### config.mk
export PLATFORM = sky130hd
export DESIGN_NAME = ata_strobe_gen
export DESIGN_NICKNAME = d
export VERILOG_FILES = /design/src/rtl/ata_strb_pkg.sv /design/src/rtl/strb_field_sel.sv /design/src/rtl/strb_phase_ctl.sv /design/src/rtl/strb_out.sv /design/src/rtl/ata_strobe_gen.sv
export SDC_FILE = /design/constraint.sdc
export NUM_CORES = 1
export LEC_CHECK = 0
export CAP_MARGIN = 40
export CELL_PAD_IN_SITES_DETAIL_PLACEMENT = 0
export CELL_PAD_IN_SITES_GLOBAL_PLACEMENT = 1
export CORE_MARGIN = 1
export CORE_UTILIZATION = 36
export CTS_CLUSTER_SIZE = 16
export DETAILED_ROUTE_END_ITERATION = 8
export PLACE_DENSITY = 0.79
export SYNTH_ARGS = -nofsm -noshare
export SYNTH_HDL_FRONTEND = slang
export SYNTH_SLANG_ARGS = --single-unit
### constraint.sdc
create_clock -name clk -period 3.8 [get_ports clk]
set_input_delay 1.14 -clock clk [delete_from_list [all_inputs] [get_ports clk]]
set_output_delay 1.14 -clock clk [all_outputs]
set_load 0.01 [all_outputs]
### src/rtl/ata_strb_pkg.sv
package ata_strb_pkg;

    localparam int TW_W = 32;
    localparam int CNT_W = 5;

    // field positions inside the timing word
    localparam int DIN_LSB  = 0;
    localparam int DIN_W    = 4;
    localparam int DACT_LSB = 4;
    localparam int DACT_W   = 5;
    localparam int CIN_LSB  = 9;
    localparam int CIN_W    = 4;
    localparam int CACT_LSB = 13;
    localparam int CACT_W   = 5;
    localparam int DSU_LSB  = 22;
    localparam int DSU_W    = 3;
    localparam int CSU_LSB  = 25;
    localparam int CSU_W    = 3;
    localparam int DMA_BIT  = 29;
    localparam int FIFO_BIT = 31;

    typedef enum logic [1:0] {
        PH_IDLE  = 2'd0,
        PH_SETUP = 2'd1,
        PH_ACT   = 2'd2,
        PH_INACT = 2'd3
    } phase_e;

    // setup: raw cycle count; act / inact: cycles minus one
    typedef struct packed {
        logic [CNT_W-1:0] setup;
        logic [CNT_W-1:0] act;
        logic [CNT_W-1:0] inact;
    } phase_len_t;

endpackage

### src/rtl/strb_field_sel.sv
module strb_field_sel
    import ata_strb_pkg::*;
#(
    parameter int TW = TW_W
) (
    input  logic [TW-1:0] timing_i,
    input  logic          cmd_i,
    output phase_len_t    len_o
);

    // bits outside the strobe timing fields are not decoded here
    logic unused_tw;
    assign unused_tw = ^{timing_i[TW-1:CSU_LSB+CSU_W], timing_i[DSU_LSB-1:CACT_LSB+CACT_W]};

    always_comb begin
        if (cmd_i) begin
            len_o.setup = CNT_W'(timing_i[CSU_LSB +: CSU_W]);
            len_o.act   = CNT_W'(timing_i[CACT_LSB +: CACT_W]);
            len_o.inact = CNT_W'(timing_i[CIN_LSB +: CIN_W]);
        end else begin
            len_o.setup = CNT_W'(timing_i[DSU_LSB +: DSU_W]);
            len_o.act   = CNT_W'(timing_i[DACT_LSB +: DACT_W]);
            len_o.inact = CNT_W'(timing_i[DIN_LSB +: DIN_W]);
        end
    end

endmodule

### src/rtl/strb_phase_ctl.sv
module strb_phase_ctl
    import ata_strb_pkg::*;
#(
    parameter int TW = TW_W
) (
    input  logic          clk,
    input  logic          rst_n,
    input  logic          start_i,
    input  logic          wr_i,
    input  logic          cmd_i,
    input  logic [TW-1:0] timing_i,
    input  phase_len_t    live_len_i,
    input  phase_len_t    cur_len_i,
    output logic          busy_o,
    output logic          done_o,
    output logic [TW-1:0] word_q_o,
    output logic          cmd_q_o,
    output phase_e        phase_d_o,
    output logic          wr_d_o
);

    typedef struct packed {
        phase_e           ph;
        logic [CNT_W-1:0] cnt;
        logic [TW-1:0]    word;
        logic             wr;
        logic             cmd;
    } ctl_t;

    ctl_t ctl_d, ctl_q;
    logic last_cyc;
    logic accept;
    logic skip_su;

    assign last_cyc = (ctl_q.ph == PH_INACT) && (ctl_q.cnt == '0);
    assign accept   = start_i && ((ctl_q.ph == PH_IDLE) || last_cyc);
    assign skip_su  = last_cyc && (cmd_i == ctl_q.cmd);

    always_comb begin
        ctl_d = ctl_q;
        unique case (ctl_q.ph)
            PH_IDLE: ;
            PH_SETUP: begin
                if (ctl_q.cnt == '0) begin
                    ctl_d.ph  = PH_ACT;
                    ctl_d.cnt = cur_len_i.act;
                end else begin
                    ctl_d.cnt = ctl_q.cnt - 1'b1;
                end
            end
            PH_ACT: begin
                if (ctl_q.cnt == '0) begin
                    ctl_d.ph  = PH_INACT;
                    ctl_d.cnt = cur_len_i.inact;
                end else begin
                    ctl_d.cnt = ctl_q.cnt - 1'b1;
                end
            end
            PH_INACT: begin
                if (ctl_q.cnt == '0) begin
                    ctl_d.ph = PH_IDLE;
                end else begin
                    ctl_d.cnt = ctl_q.cnt - 1'b1;
                end
            end
            default: ctl_d.ph = PH_IDLE;
        endcase
        if (accept) begin
            ctl_d.word = timing_i;
            ctl_d.wr   = wr_i;
            ctl_d.cmd  = cmd_i;
            if (!skip_su && (live_len_i.setup != '0)) begin
                ctl_d.ph  = PH_SETUP;
                ctl_d.cnt = live_len_i.setup - 1'b1;
            end else begin
                ctl_d.ph  = PH_ACT;
                ctl_d.cnt = live_len_i.act;
            end
        end
    end

    always_ff @(posedge clk) begin
        if (!rst_n) begin
            ctl_q <= '{ph: PH_IDLE, cnt: '0, word: '0, wr: 1'b0, cmd: 1'b0};
        end else begin
            ctl_q <= ctl_d;
        end
    end

    assign busy_o    = (ctl_q.ph != PH_IDLE);
    assign done_o    = last_cyc;
    assign word_q_o  = ctl_q.word;
    assign cmd_q_o   = ctl_q.cmd;
    assign phase_d_o = ctl_d.ph;
    assign wr_d_o    = ctl_d.wr;

    // busy only drops right after a done cycle
    a_r6_busy_drop_after_done: assert property (@(posedge clk) disable iff (!rst_n)
        $fell(busy_o) |-> $past(done_o));

    // done never lasts two cycles
    a_r6_done_single: assert property (@(posedge clk) disable iff (!rst_n)
        done_o |=> !done_o);

    // a start while busy outside the done cycle leaves the capture untouched
    a_r8_busy_start_ignored: assert property (@(posedge clk) disable iff (!rst_n)
        (start_i && busy_o && !done_o) |=> ($stable(word_q_o) && $stable(cmd_q_o)));

endmodule

### src/rtl/strb_out.sv
module strb_out
    import ata_strb_pkg::*;
(
    input  logic   clk,
    input  logic   rst_n,
    input  phase_e phase_d_i,
    input  logic   wr_d_i,
    output logic   rd_n_o,
    output logic   wr_n_o
);

    typedef struct packed {
        logic rd_n;
        logic wr_n;
    } pin_t;

    pin_t pin_d, pin_q;

    always_comb begin
        pin_d.rd_n = !((phase_d_i == PH_ACT) && !wr_d_i);
        pin_d.wr_n = !((phase_d_i == PH_ACT) && wr_d_i);
    end

    always_ff @(posedge clk) begin
        if (!rst_n) begin
            pin_q <= '{rd_n: 1'b1, wr_n: 1'b1};
        end else begin
            pin_q <= pin_d;
        end
    end

    assign rd_n_o = pin_q.rd_n;
    assign wr_n_o = pin_q.wr_n;

    // the two strobes are never low together
    a_r5_one_strobe: assert property (@(posedge clk) disable iff (!rst_n)
        (rd_n_o || wr_n_o));

endmodule

### src/rtl/ata_strobe_gen.sv
module ata_strobe_gen
    import ata_strb_pkg::*;
#(
    parameter int TW = TW_W
) (
    input  logic          clk,
    input  logic          rst_n,
    input  logic          start_i,
    input  logic          wr_i,
    input  logic          cmd_i,
    input  logic [TW-1:0] timing_i,
    output logic          rd_n_o,
    output logic          wr_n_o,
    output logic          busy_o,
    output logic          done_o,
    output logic          fifo_on_o
);

    localparam int NSEL = 2;   // 0: live input word, 1: captured word

    logic [TW-1:0] word_q;
    logic          cmd_q;
    phase_e        phase_d;
    logic          wr_d;
    logic [TW-1:0] sel_word [NSEL];
    logic          sel_cmd  [NSEL];
    phase_len_t    sel_len  [NSEL];

    assign sel_word[0] = timing_i;
    assign sel_cmd[0]  = cmd_i;
    assign sel_word[1] = word_q;
    assign sel_cmd[1]  = cmd_q;

    for (genvar g = 0; g < NSEL; g++) begin : g_sel
        strb_field_sel #(.TW(TW)) u_sel (
            .timing_i (sel_word[g]),
            .cmd_i    (sel_cmd[g]),
            .len_o    (sel_len[g])
        );
    end

    strb_phase_ctl #(.TW(TW)) u_ctl (
        .clk        (clk),
        .rst_n      (rst_n),
        .start_i    (start_i),
        .wr_i       (wr_i),
        .cmd_i      (cmd_i),
        .timing_i   (timing_i),
        .live_len_i (sel_len[0]),
        .cur_len_i  (sel_len[1]),
        .busy_o     (busy_o),
        .done_o     (done_o),
        .word_q_o   (word_q),
        .cmd_q_o    (cmd_q),
        .phase_d_o  (phase_d),
        .wr_d_o     (wr_d)
    );

    strb_out u_out (
        .clk       (clk),
        .rst_n     (rst_n),
        .phase_d_i (phase_d),
        .wr_d_i    (wr_d),
        .rd_n_o    (rd_n_o),
        .wr_n_o    (wr_n_o)
    );

    // PIO operation (DMA bit clear) keeps the FIFO off
    assign fifo_on_o = word_q[FIFO_BIT] && word_q[DMA_BIT];

    // idle channel keeps both strobes released
    a_r1_idle_strobes_high: assert property (@(posedge clk) disable iff (!rst_n)
        !busy_o |-> (rd_n_o && wr_n_o));

    // same-kind start in the done cycle drives a strobe in the next cycle
    a_r9_no_setup_chained: assert property (@(posedge clk) disable iff (!rst_n)
        (done_o && start_i && (cmd_i == cmd_q)) |=> (!rd_n_o || !wr_n_o));

endmodule

* Yosys cells after proc, flatten, opt, wreduce, memory -nomap -nowiden
Index checks and enable logic that the tools add are counted.
Word-level totals: flip-flop bits (word level) 43, bits of input ports 37, output and inout port bits 5
Cells by class: $add $sub $neg 2, eq/ne operators 6, mux-type cells 11, reductions and logical operators 18
Operator list (count):
- 41-bit 2-to-1 mux | 1
- 7-bit one-hot mux with 3 select lines | 1
- 5-bit 2-to-1 mux | 3
- 13-bit 2-to-1 mux | 1
- 10-bit 2-to-1 mux | 1
- 1-bit logical AND | 7
- 7-bit 2-to-1 mux | 1
- 2-bit == test, second input constant | 3
- 2-bit 2-to-1 mux | 3
- 5-bit logical NOT | 1
- 5-bit nonzero test | 1
- 5-bit by 1-bit subtractor with 5-bit output, second input constant | 1
- 1-bit logical NOT | 4
- 4-bit nonzero test | 1
- 3-bit by 1-bit subtractor with 4-bit output, second input constant | 1
- 3-bit by 2-bit != test with 1-bit output, second input constant | 1
- 2-bit by 1-bit == test with 1-bit output, second input constant | 1
- 2-bit logical NOT | 1
- 2-bit AND reduction | 1
- 2-bit nonzero test | 1
- 1-bit == test | 1
- 1-bit logical OR | 1

* Longest topological paths before layout
Gate-level depths: netlist of run 1.
depth in word-level cells 10, depth in mapped cells 9

* Hierarchy
A second synthesis of run 1 with hierarchy kept.
Second synthesis, totals: cells, all modules 329, area total of the unflattened synthesis 2785.2 sq um
By module, submodules not included:
- strb_phase_ctl | times used 1, cells each 290, area an instance 2298.5 sq um, sequential area each 820.8 sq um
- strb_field_sel | times used 2, cells each 17, area an instance 210.2 sq um, sequential area each 0.0 sq um
- strb_out | times used 1, cells each 4, area an instance 60.1 sq um, sequential area each 40.0 sq um
- ata_strobe_gen | times used 1, cells each 1, area an instance 6.3 sq um, sequential area each 0.0 sq um

* Least setup slack after synthesis of run 1
Ideal clock, no wire load.
kind input -> register, from input port cmd_i, to register u_ctl.ctl_q[35] (netlist bit), setup time 0.128 ns, data arrival time 2.898 ns, path slack 0.774 ns, stages 9, buffers on the path 2, path through clkbuf_1 > clkbuf_1 > mux2i_1 > ha_1 > ha_1 > a31oi_1 > mux2i_1 > a222oi_1 > nor2_1
On the way: word-level cells in the longest chain between the ends 6
RTL lines:
- from (decl) | line ata_strobe_gen.sv:10 | input logic cmd_i,
- parallel branches: the longest is 4 deep, another holds 3-bit by 1-bit subtractor with 4-bit output
- 7-bit 2-to-1 mux (*) | line strb_phase_ctl.sv:72 | if (!skip_su && (live_len_i.setup != '0)) begin
- 41-bit 2-to-1 mux (*) | line strb_phase_ctl.sv:68 | if (accept) begin
- to (signal assigned) | line strb_phase_ctl.sv:84 | ctl_q <= '{ph: PH_IDLE, cnt: '0, word: '0, wr: 1'b0, cmd: 1'b0};
- to (signal assigned) | line strb_phase_ctl.sv:86 | ctl_q <= ctl_d;
- to (decl) | line strb_phase_ctl.sv:30 | ctl_t ctl_d, ctl_q;
Every way passes the cells marked *. A chain may end at the register's enable or synchronous reset.

* Worst setup path in the final report of run 1
from register u_ctl.ctl_q[34] (netlist bit), to output port done_o
On the way: word-level cells in the longest chain between the ends 2
RTL lines:
- 5-bit logical NOT | line strb_phase_ctl.sv:35 | assign last_cyc = (ctl_q.ph == PH_INACT) && (ctl_q.cnt == '0);
- 1-bit logical AND | line strb_phase_ctl.sv:35
- to (decl) | line ata_strobe_gen.sv:15 | output logic done_o,
No other way between the ends.

==> results of run 1 <==
## cells by family after synthesis
logic type               count (synthesis)  synth area share
AND/OR/NAND/NOR                         76            0.1852
adder cells (fa/ha/maj)                  8           0.05548
AO/OA/AOI/OAI                           68            0.2351
XOR/XNOR                                 3           0.01457
flip-flops                              31            0.3440
multiplexers                            19            0.1137
buffers and inverters                   22           0.05201
## layer usage
metal	routed length (µm)	GRT usage	up-vias
met2	1999	0.2804	34
met4	43	0.07407	0
met3	161	0.03867	4
li1	-	-	876
met5	0	0	-
met1	2030	0.2483	768
## metrics by stage
step,setup WS [ps],power [mW],instance area (µm²)
2_1_floorplan,774.0,0.7296,1804
3_3_place_gp,344.7,0.8587,2216
3_5_place_dp,331.7,0.8640,2216
4_1_cts,573.6,1.111,2297
5_1_grt,384.1,1.186,2297
6_report,591.3,1.104,2297
## layout make-up
class,count,area (µm²)
clock buffers,7,76.32
clock inverters,1,5.005
fillers,516,2489
inverters,9,33.78
multi-input cells,174,1090
flip-flops and latches,31,620.6
well taps,67,83.83
repair buffers,40,387.9
## cell usage after synthesis (all sizes together) (3+ instances only)
library cell	count	share of area
clkbuf	8	0.017
nor3	4	0.011
nor2	6	0.014
a21oi	30	0.083
a31oi	5	0.017
buf	5	0.017
a22oi	5	0.021
o22ai	3	0.018
ha	8	0.055
mux2i	7	0.039
inv	8	0.017
o21ai	11	0.031
dfxtp	31	0.34
nand2	53	0.11
mux2	12	0.075
## state kept, by name, summed over array words and instances, names as in the netlist
signal and cells:
u_ctl.cmd_q_o 1, u_ctl.ctl_q 8, u_ctl.word_q_o 20, u_out.rd_n_o 1, u_out.wr_n_o 1
## power breakdown
group,leakage [nW],switching (mW),internal [mW]
logic,0.572,0.253,0.197
registers,0.255,0.0375,0.373
clock network,0.0422,0.116,0.128
## worst reg2reg max path, cell delays in order, from the launching register on
cell and delay (ps):
dfxtp_1 340, inv_1 70, ha_1 220, or4b_1 680, o22ai_4 430, buf_4 290, o211ai_1 120, a21oi_1 150
## path summary, 6_finish.rpt
| path | start | end |
|---|---|---|
| max | u_ctl.ctl_q[34] | done_o |
| min | u_ctl.word_q_o[0] | u_ctl.word_q_o[0] |
| max reg2reg | u_ctl.ctl_q[34] | u_ctl.ctl_q[36] |
| min reg2reg | u_ctl.word_q_o[0] | u_ctl.word_q_o[0] |
==> metrics.md, run 1 <==
| Metric | Value |
|---|---|
| Status | `finished clean` |
| Syn nets | `272` |
| Crit Path Category | `reg -> out` |
| Clock buffer depth | `2` |
| #FFs+latches synth | `31` |
| Max cap viols | `0` |
| CTS resizes | `0` |
| # Post-CTS Setup Buffers | `0` |
| Detailed-router iteration count before antenna repair | `4` |
| EDFF count, synth | `0` |
| Antenna Violating Nets Remaining | `0` |
| Depth of the most critical reg-to-reg path | `7` |
| Nets | `306` |
| Dpl cells | `321` |
| Hold depth | `2` |
| Worst path depth | `6` |
| Mapped Cells | `227` |
| Post-detail-place hpwl | `3150 µm` |
| Syn avg cell area | `7.948 µm²` |
| Required time of the worst setup path | `2660 ps` |
| Hold Path Class | `reg -> reg` |
| Root buffer cell | `clkbuf_8` |
| Final TNS setup | `0 ps` |
| Synth Cell Area | `1804 µm²` |
| Via density per instance | `5.112` |
| Row count | `25` |
| Total core area | `4786 µm²` |
| Sequential area share after synthesis | `0.3440` |
| Clk_skew | `1.662 ps` |
| Crit end category | `output port` |
| Vias in the first global route | `1,547` |
| Full die area | `5299 µm²` |
| Slowest CP cell | `clkdlybuf4s50_1` |
| IO buf count | `35` |
| Clk slew on worst S/H paths | `60 ps` |
| Initial DRC count | `107` |
| Pwr/cell area | `480.8 nW/µm²` |
| Worst-skew pair later-pin latency | `280 ps` |
| Crit-path most repeated cell | `inv_1` |
| Diodes inserted | `0` |
| Initial antenna violation count | `0` |
| Worst Hold Slack | `450.3 ps` |
| Final cycle utilization of the critical path | `0.8444` |
| Synth-to-Final Area Change | `27.32%` |
| Main synth FF type | `dfxtp_1` |
| H-tree depth | `2` |
| Max Fclk | `0.3117 GHz` |
| Largest net degree at the start of global routing | `19` |
| Async S/R FF share, synth | `0` |
| R2r setup slk | `1420 ps` |
| VDD IR max | `227.2 µV` |
| Residual DRC | `0` |
| Layout cells sized above 1 | `0.1031` |
| Initial Util | `0.3770` |
| Worst rel slew slack | `0.5704` |
| Slew at the pin with the worst max-slew slack | `640.2 ps` |
| Pleak | `0.8683 nW` |
| CTS tree | `done` |
| CP cell instances | `inv_1 > ha_1 > nor4b_1 > nand2_1 > inv_1 > clkdlybuf4s50_1` |
| Startpoint types | `flop` |
| CP Buf/Inv Count | `3` |
| Commonest non-fill, non-tap cell in the layout | `nand2_1` |
| Slew Viols, Final | `0` |
| WL per Instance | `12.87 µm` |
| Final Hold Vio Count | `0` |
| Final wirelength | `4234 µm` |
| Clock sinks | `31` |
| Die Wd | `72.80 µm` |
| Worst Path Max Fanout | `4` |
| Total GRT Usage | `0.1822` |
| Synth Warn # | `0` |
| CTS Buf Count | `5` |
| Fin crit period | `3209 ps` |
| Fin util | `0.4800` |
| Layout Cells excl Fill | `329` |
| Remaining Overflow, GRT | `0` |
| First-pass GRT wire length | `7348 µm` |
| Yosys cell types | `43` |
| Final setup violating endpoints | `0` |
| I/O pin cnt | `42` |
| Hold Buf Count CTS | `0` |
| Most frequent cells in the layout | `nand2_1, clkdlybuf4s50_1, dfxtp_1, a21oi_1, mux2_2` |
| CP delay by family, top | `buffers and inverters` |
| RSZ-0062 raised after global routing | `no` |
| DR vias | `1,682` |
| Die H | `72.80 µm` |
| Worst EP arrival | `2070 ps` |
| Peak per-stage delay on the critical path | `530 ps` |
| Final GP Congestion | `0.8101` |
No activity file was read; power rests on OpenSTA's default activity.
==> run 2, diff against run 1 <==
clock period = 3 ns   (was 3.8 ns; I/O delays follow)
==> run 2 against run 1 <==
Clock power is 48% higher. Setup slack lost 440 ps. Largest cell class unchanged. Flip-flop and latch count is the same.
==> metrics.md, run 2 (synthesis results as in run 1) <==
| Metric | Value |
|---|---|
| Status | `finished clean (unchanged)` |
| Final TNS setup | `0 ps (unchanged)` |
| Filler cells | `495 (was 516)` |
| # Post-CTS Setup Buffers | `0 (unchanged)` |
| Clk_skew | `7.224 ps (was 1.662 ps)` |
| Detailed-router iteration count before antenna repair | `4 (unchanged)` |
| Routed wl met2 | `1972 µm (was 1999 µm)` |
| WL met3 | `126 µm (was 161 µm)` |
| Full die area | `5299 µm² (unchanged)` |
| Post-detail-place hpwl | `3209 µm (was 3150 µm)` |
| Die H | `72.80 µm (unchanged)` |
| Via density per instance | `5.086 (was 5.112)` |
| Area taken by multi-input logic gates | `1096 µm² (was 1090 µm²)` |
| Initial DRC count | `80 (was 107)` |
| Vias in the first global route | `1,516 (was 1,547)` |
| Total core area | `4786 µm² (unchanged)` |
| Layout cells sized above 1 | `0.1375 (was 0.1031)` |
| Seq pwr share | `0.354 (was 0.371)` |
| Fin crit period | `2845 ps` |
| Pwr/cell area | `617.8 nW/µm² (was 480.8 nW/µm²)` |
| I/O pin cnt | `42 (unchanged)` |
| Crit Path Category | `reg -> out (unchanged)` |
| Max Fclk | `0.3515 GHz` |
| Clk slew on worst S/H paths | `60 ps (about the same)` |
| Final wirelength | `4345 µm (was 4234 µm)` |
| Residual DRC | `0 (unchanged)` |
| Clock sinks | `31 (unchanged)` |
| Clock buffer depth | `2 (unchanged)` |
| Required time of the worst setup path | `2100 ps (was 2660 ps)` |
| Initial Util | `0.3770 (unchanged)` |
| Clock share of power | `0.247 (was 0.221)` |
| Remaining Overflow, GRT | `0 (unchanged)` |
| Slew Viols, Final | `0 (unchanged)` |
| Largest register FFs | `20 (unchanged)` |
| Final GP Congestion | `0.7916 (was 0.8101)` |
| Finished Cell Area | `2379 µm² (was 2297 µm²)` |
| Final setup violating endpoints | `0 (unchanged)` |
| VDD IR max | `400.5 µV (was 227.2 µV)` |
| IO buf count | `35 (unchanged)` |
| P_sw | `0.5277 mW (was 0.4068 mW)` |
| Die Wd | `72.80 µm (unchanged)` |
| CTS tree | `done (unchanged)` |
| Internal power | `0.9418 mW (was 0.6976 mW)` |
| Worst Path Max Fanout | `4 (unchanged)` |
| Diodes inserted | `0 (unchanged)` |
| DP Area | `2268 µm² (was 2216 µm²)` |
| Switching share of power | `0.3591 (was 0.3684)` |
| Antenna Violating Nets Remaining | `0 (unchanged)` |
| Combinational Power Share | `0.399 (was 0.407)` |
| Synth-to-Final Area Change | `31.83% (was 27.32%)` |
| Nets | `313 (was 306)` |
| Max cap viols | `0 (unchanged)` |
| Final Hold Vio Count | `0 (unchanged)` |
| Storage cell area | `620.6 µm² (unchanged)` |
| First-pass GRT wire length | `7286 µm (was 7348 µm)` |
| CTS Buf Count | `5 (unchanged)` |
| DR vias | `1,709 (was 1,682)` |
| Top sig layer | `met4 (unchanged)` |
| Initial antenna violation count | `0 (unchanged)` |
| Pleak | `0.9135 nW (was 0.8683 nW)` |
| Total GRT Usage | `0.1834 (was 0.1822)` |
| Worst EP arrival | `1940 ps (was 2070 ps)` |
| Worst-skew pair later-pin latency | `290 ps (was 280 ps)` |
| H-tree depth | `2 (unchanged)` |
| Largest net degree at the start of global routing | `18 (was 19)` |
| Hold Path Class | `reg -> reg (unchanged)` |
| Final cycle utilization of the critical path | `0.9482` |
| Post-Route M1 WL | `2173 µm (was 2030 µm)` |
| Row count | `25 (unchanged)` |
| RSZ-0062 raised after global routing | `no (unchanged)` |
| Most frequent cells in the layout | `nand2_1, clkdlybuf4s50_1, dfxtp_1, a21oi_1 (was nand2_1, clkdlybuf4s50_1, dfxtp_1, a21oi_1, mux2_2)` |
| Crit end category | `output port (unchanged)` |
| Worst rel slew slack | `0.6003 (was 0.5704)` |
| Slew at the pin with the worst max-slew slack | `598.7 ps (was 640.2 ps)` |
| Root buffer cell | `clkbuf_8 (unchanged)` |
| Commonest non-fill, non-tap cell in the layout | `nand2_1 (unchanged)` |
| Startpoint types | `flop (unchanged)` |
| WL per Instance | `12.93 µm (was 12.87 µm)` |
| Hold Buf Count CTS | `0 (unchanged)` |
| CTS resizes | `0 (unchanged)` |
==> run 2: final timing paths <==
check                         start  slack (ps)           endpoint  depth (start not counted)
setup reg to reg    u_ctl.ctl_q[34]         630    u_ctl.ctl_q[36]                          7
hold / removal    u_ctl.word_q_o[4]         450  u_ctl.word_q_o[4]                          2
setup / recovery    u_ctl.ctl_q[34]         160             done_o                          6
hold reg to reg   u_ctl.word_q_o[4]         450  u_ctl.word_q_o[4]                          2
==> run 2: power by group through the flow <==
stage	Clock (mW)	Sequential, mW	Combinational [mW]
6_report	0.362	0.520	0.587
5_1_grt	0.396	0.530	0.651
4_1_cts	0.374	0.519	0.583
3_5_place_dp	0	0.528	0.580
3_3_place_gp	0	0.526	0.578
2_1_floorplan	0	0.513	0.412
==> run 2: final cells by class <==
cell class / instances / area share
inverter: 9 / 0.01420
timing repair buffer: 47 / 0.1852
sequential: 31 / 0.2609
clock inverter: 1 / 0.003156
tap: 67 / 0.03524
multi-input combinational: 174 / 0.4608
clock buffer: 7 / 0.04051
==> run 2: metrics by stage <==
step | hold slack, ps | utilization | power [mW] | cells | worst slack, ps
6_report | 452.2 | 0.4970 | 1.469 | 336 | 155.4
5_1_grt | 472.2 | 0.4970 | 1.576 | 336 | 2.918
4_1_cts | 452.8 | 0.4957 | 1.476 | 336 | 39.07
3_5_place_dp | 444.4 | 0.4740 | 1.109 | 328 | -2.982
3_3_place_gp | 438.5 | 0.4740 | 1.104 | 328 | 16.10
2_1_floorplan | 431.7 | - | 0.9241 | 227 | 214.0
==> run 2: per-layer routing <==
metal  GRT usage  up-vias
li1            -      890
met1      0.2566      780
met2      0.2700       30
met3     0.04558        9
met4     0.07190        0
met5           0        -
==> run 2: critical path: stages, from the launching register on <==
cell	delay [ps]
dfxtp_1	340
inv_1	70
ha_1	220
nor4b_2	260
nand2_1	140
inv_1	100
clkdlybuf4s50_1	530
==> run 3, diff against run 2 <==
CORE_UTILIZATION = 39   (was 36)
PLACE_DENSITY = 0.85   (was 0.79)
clock period = 3.3 ns   (was 3 ns; I/O delays follow)
==> run 3 against run 2 <==
Critical path depth did not move. Die area is 7.5% lower. Flip-flop and latch count did not move. Setup slack improved by 84 ps. Largest cell class unchanged. Design area down 2.3%. Clock skew fell by 3.5 ps.
==> metrics.md, run 3 (synthesis results as in run 1) <==
| Metric | Value |
|---|---|
| Status | `finished clean (unchanged)` |
| Initial Util | `0.4087 (was 0.3770)` |
| Synth-to-Final Area Change | `28.78% (was 31.83%)` |
| Clock sinks | `31 (unchanged)` |
| WL per Instance | `13.77 µm (was 12.93 µm)` |
| Depth of the most critical reg-to-reg path | `7 (unchanged)` |
| Peak per-stage delay on the critical path | `530 ps (about the same)` |
| Final setup violating endpoints | `0 (unchanged)` |
| Crit end category | `output port (unchanged)` |
| Total GRT Usage | `0.1993 (was 0.1834)` |
| I/O pin cnt | `42 (unchanged)` |
| Nets | `309 (was 313)` |
| Met1 usage | `0.2749 (was 0.2566)` |
| Row count | `24 (was 25)` |
| DR vias | `1,694 (was 1,709)` |
| Initial DRC count | `131 (was 80)` |
| RSZ-0062 raised after global routing | `no (unchanged)` |
| CTS Buf Count | `5 (unchanged)` |
| Via density per instance | `5.344 (was 5.086)` |
| Pleak | `0.8922 nW (was 0.9135 nW)` |
| Clk_skew | `3.771 ps (was 7.224 ps)` |
| CP delay by family, top | `buffers and inverters (unchanged)` |
| Largest net degree at the start of global routing | `16 (was 18)` |
| Largest register FFs | `20 (unchanged)` |
| Grt peak-use layer | `met2 (unchanged)` |
| H-tree depth | `2 (unchanged)` |
| Filler cells | `453 (was 495)` |
| Dpl ws | `146.5 ps (was -2.982 ps)` |
| Die H | `70.02 µm (was 72.80 µm)` |
| Antenna Violating Nets Remaining | `0 (unchanged)` |
| VDD IR max | `240.3 µV (was 400.5 µV)` |
| Met3 GRT Util | `0.04473 (was 0.04558)` |
| Post-detail-place hpwl | `3134 µm (was 3209 µm)` |
| Worst Hold Slack | `451.6 ps (was 452.2 ps)` |
| Required time of the worst setup path | `2310 ps (was 2100 ps)` |
| Layout cells sized above 1 | `0.1208 (was 0.1375)` |
| Detailed-router iteration count before antenna repair | `4 (unchanged)` |
| Pwr/cell area | `570.5 nW/µm² (was 617.8 nW/µm²)` |
| Final Hold Vio Count | `0 (unchanged)` |
| Clk slew on worst S/H paths | `60 ps (about the same)` |
| Slew at the pin with the worst max-slew slack | `771.8 ps (was 598.7 ps)` |
| Die Wd | `70.02 µm (was 72.80 µm)` |
| Residual DRC | `0 (unchanged)` |
| Clock buffer depth | `2 (unchanged)` |
| Vias in the first global route | `1,741 (was 1,516)` |
| Startpoint types | `flop (unchanged)` |
| Crit-path most repeated cell | `inv_1 (unchanged)` |
| Worst-skew pair later-pin latency | `280 ps (was 290 ps)` |
| Hold Crit Start | `u_ctl.word_q_o[0] (was u_ctl.word_q_o[4])` |
| Initial antenna violation count | `0 (unchanged)` |
| Hold EP | `u_ctl.word_q_o[0] (was u_ctl.word_q_o[4])` |
| Hold Path Class | `reg -> reg (unchanged)` |
| Final WS setup | `239.3 ps (was 155.4 ps)` |
| Final wirelength | `4364 µm (was 4345 µm)` |
| Diodes inserted | `0 (unchanged)` |
| Most frequent cells in the layout | `nand2_1, clkdlybuf4s50_1, dfxtp_1, a21oi_1, mux2_2 (was nand2_1, clkdlybuf4s50_1, dfxtp_1, a21oi_1)` |
| Full die area | `4902 µm² (was 5299 µm²)` |
| Total core area | `4414 µm² (was 4786 µm²)` |
| IO buf count | `35 (unchanged)` |
| Final cycle utilization of the critical path | `0.9275` |
| Commonest non-fill, non-tap cell in the layout | `nand2_1 (unchanged)` |
| CTS tree | `done (unchanged)` |
| Reg2reg start | `u_ctl.ctl_q[34] (unchanged)` |
| Hold depth | `2 (unchanged)` |
| CTS resizes | `0 (unchanged)` |
| First-pass GRT wire length | `7907 µm (was 7286 µm)` |
| Met2 Track Usage GR | `0.3162 (was 0.2700)` |
| Crit Path Category | `reg -> out (unchanged)` |
| FF-to-FF End | `u_ctl.ctl_q[35] (was u_ctl.ctl_q[36])` |
| Max Fclk | `0.3267 GHz` |
| R2r setup slk | `900 ps (was 630 ps)` |
| Root buffer cell | `clkbuf_8 (unchanged)` |
| Slowest CP cell | `clkdlybuf4s50_1 (unchanged)` |
| Hold Buf Count CTS | `0 (unchanged)` |
| Max cap viols | `0 (unchanged)` |
| Final GP Congestion | `0.8133 (was 0.7916)` |
| Worst rel slew slack | `0.4820 (was 0.6003)` |
| CP Buf/Inv Count | `3 (unchanged)` |
| Remaining Overflow, GRT | `0 (unchanged)` |
| Slew Viols, Final | `0 (unchanged)` |
| Final TNS setup | `0 ps (unchanged)` |
| # Post-CTS Setup Buffers | `0 (unchanged)` |
| CP cell instances | `inv_1 > ha_1 > nor4b_1 > nand2_1 > inv_1 > clkdlybuf4s50_1 (was inv_1 > ha_1 > nor4b_2 > nand2_1 > inv_1 > clkdlybuf4s50_1)` |
| Worst EP arrival | `2070 ps (was 1940 ps)` |
| Fin crit period | `3061 ps` |
| Worst Path Max Fanout | `4 (unchanged)` |
| Pwr Total | `1.326 mW (was 1.469 mW)` |
-- run 3: cell count changes in the layout (fill, tap and decap cells not counted) --
cell / before / now
nor4b_2: 1 / 0
buf_4: 12 / 8
nor4b_1: 1 / 2
-- run 3: metal layers --
metal,vias up,share of wire,wire length (µm)
met5,-,0,0
met3,5,0.037,161
met2,34,0.46,2003
met1,775,0.50,2162
met4,0,0.0082,36
li1,880,-,-
-- run 3: power by group --
part	internal [mW]	switching, mW	total [mW]
Sequential	0.429	0.0441	0.473
Combinational	0.228	0.290	0.519
Clock	0.190	0.144	0.334
-- run 3: worst reg2reg max path, cell delays in order, from the launching register on --
cell and delay, ps:
dfxtp_1 340, inv_1 60, ha_1 210, or4b_1 680, o22ai_4 470, nor3_1 140
a222oi_1 310, nor2_1 60
-- run 3: how the worst max path moves through the flow --
stage	startpoint	end	slack, ps	cells after the start
after floorplan	cmd_i	u_ctl.ctl_q[35]	420	9
after global placement	cmd_i	u_ctl.ctl_q[35]	200	8
after detailed placement	cmd_i	u_ctl.ctl_q[35]	150	8
after CTS	u_ctl.ctl_q[34]	done_o	250	6
after global routing	u_ctl.ctl_q[34]	done_o	150	6
final	u_ctl.ctl_q[34]	done_o	240	6
-- run 3: cell type report --
cell class	count	area, µm²	share of cell area
multi-input cells	174	1090	0.4690
flip-flops and latches	31	620.6	0.2671
repair buffers	43	410.4	0.1766
clock buffers	7	96.34	0.04146
well taps	52	65.06	0.02800
inverters	9	33.78	0.01454
clock inverters	1	7.507	0.003231
-- run 3: through the flow --
stage          utilization  cell area (µm²)  cells
3_5_place_dp        0.5028             2220    309
2_1_floorplan            -             1804    227
5_1_grt             0.5264             2323    317
6_report            0.5264             2323    317
4_1_cts             0.5264             2323    317
3_3_place_gp        0.5028             2220    309
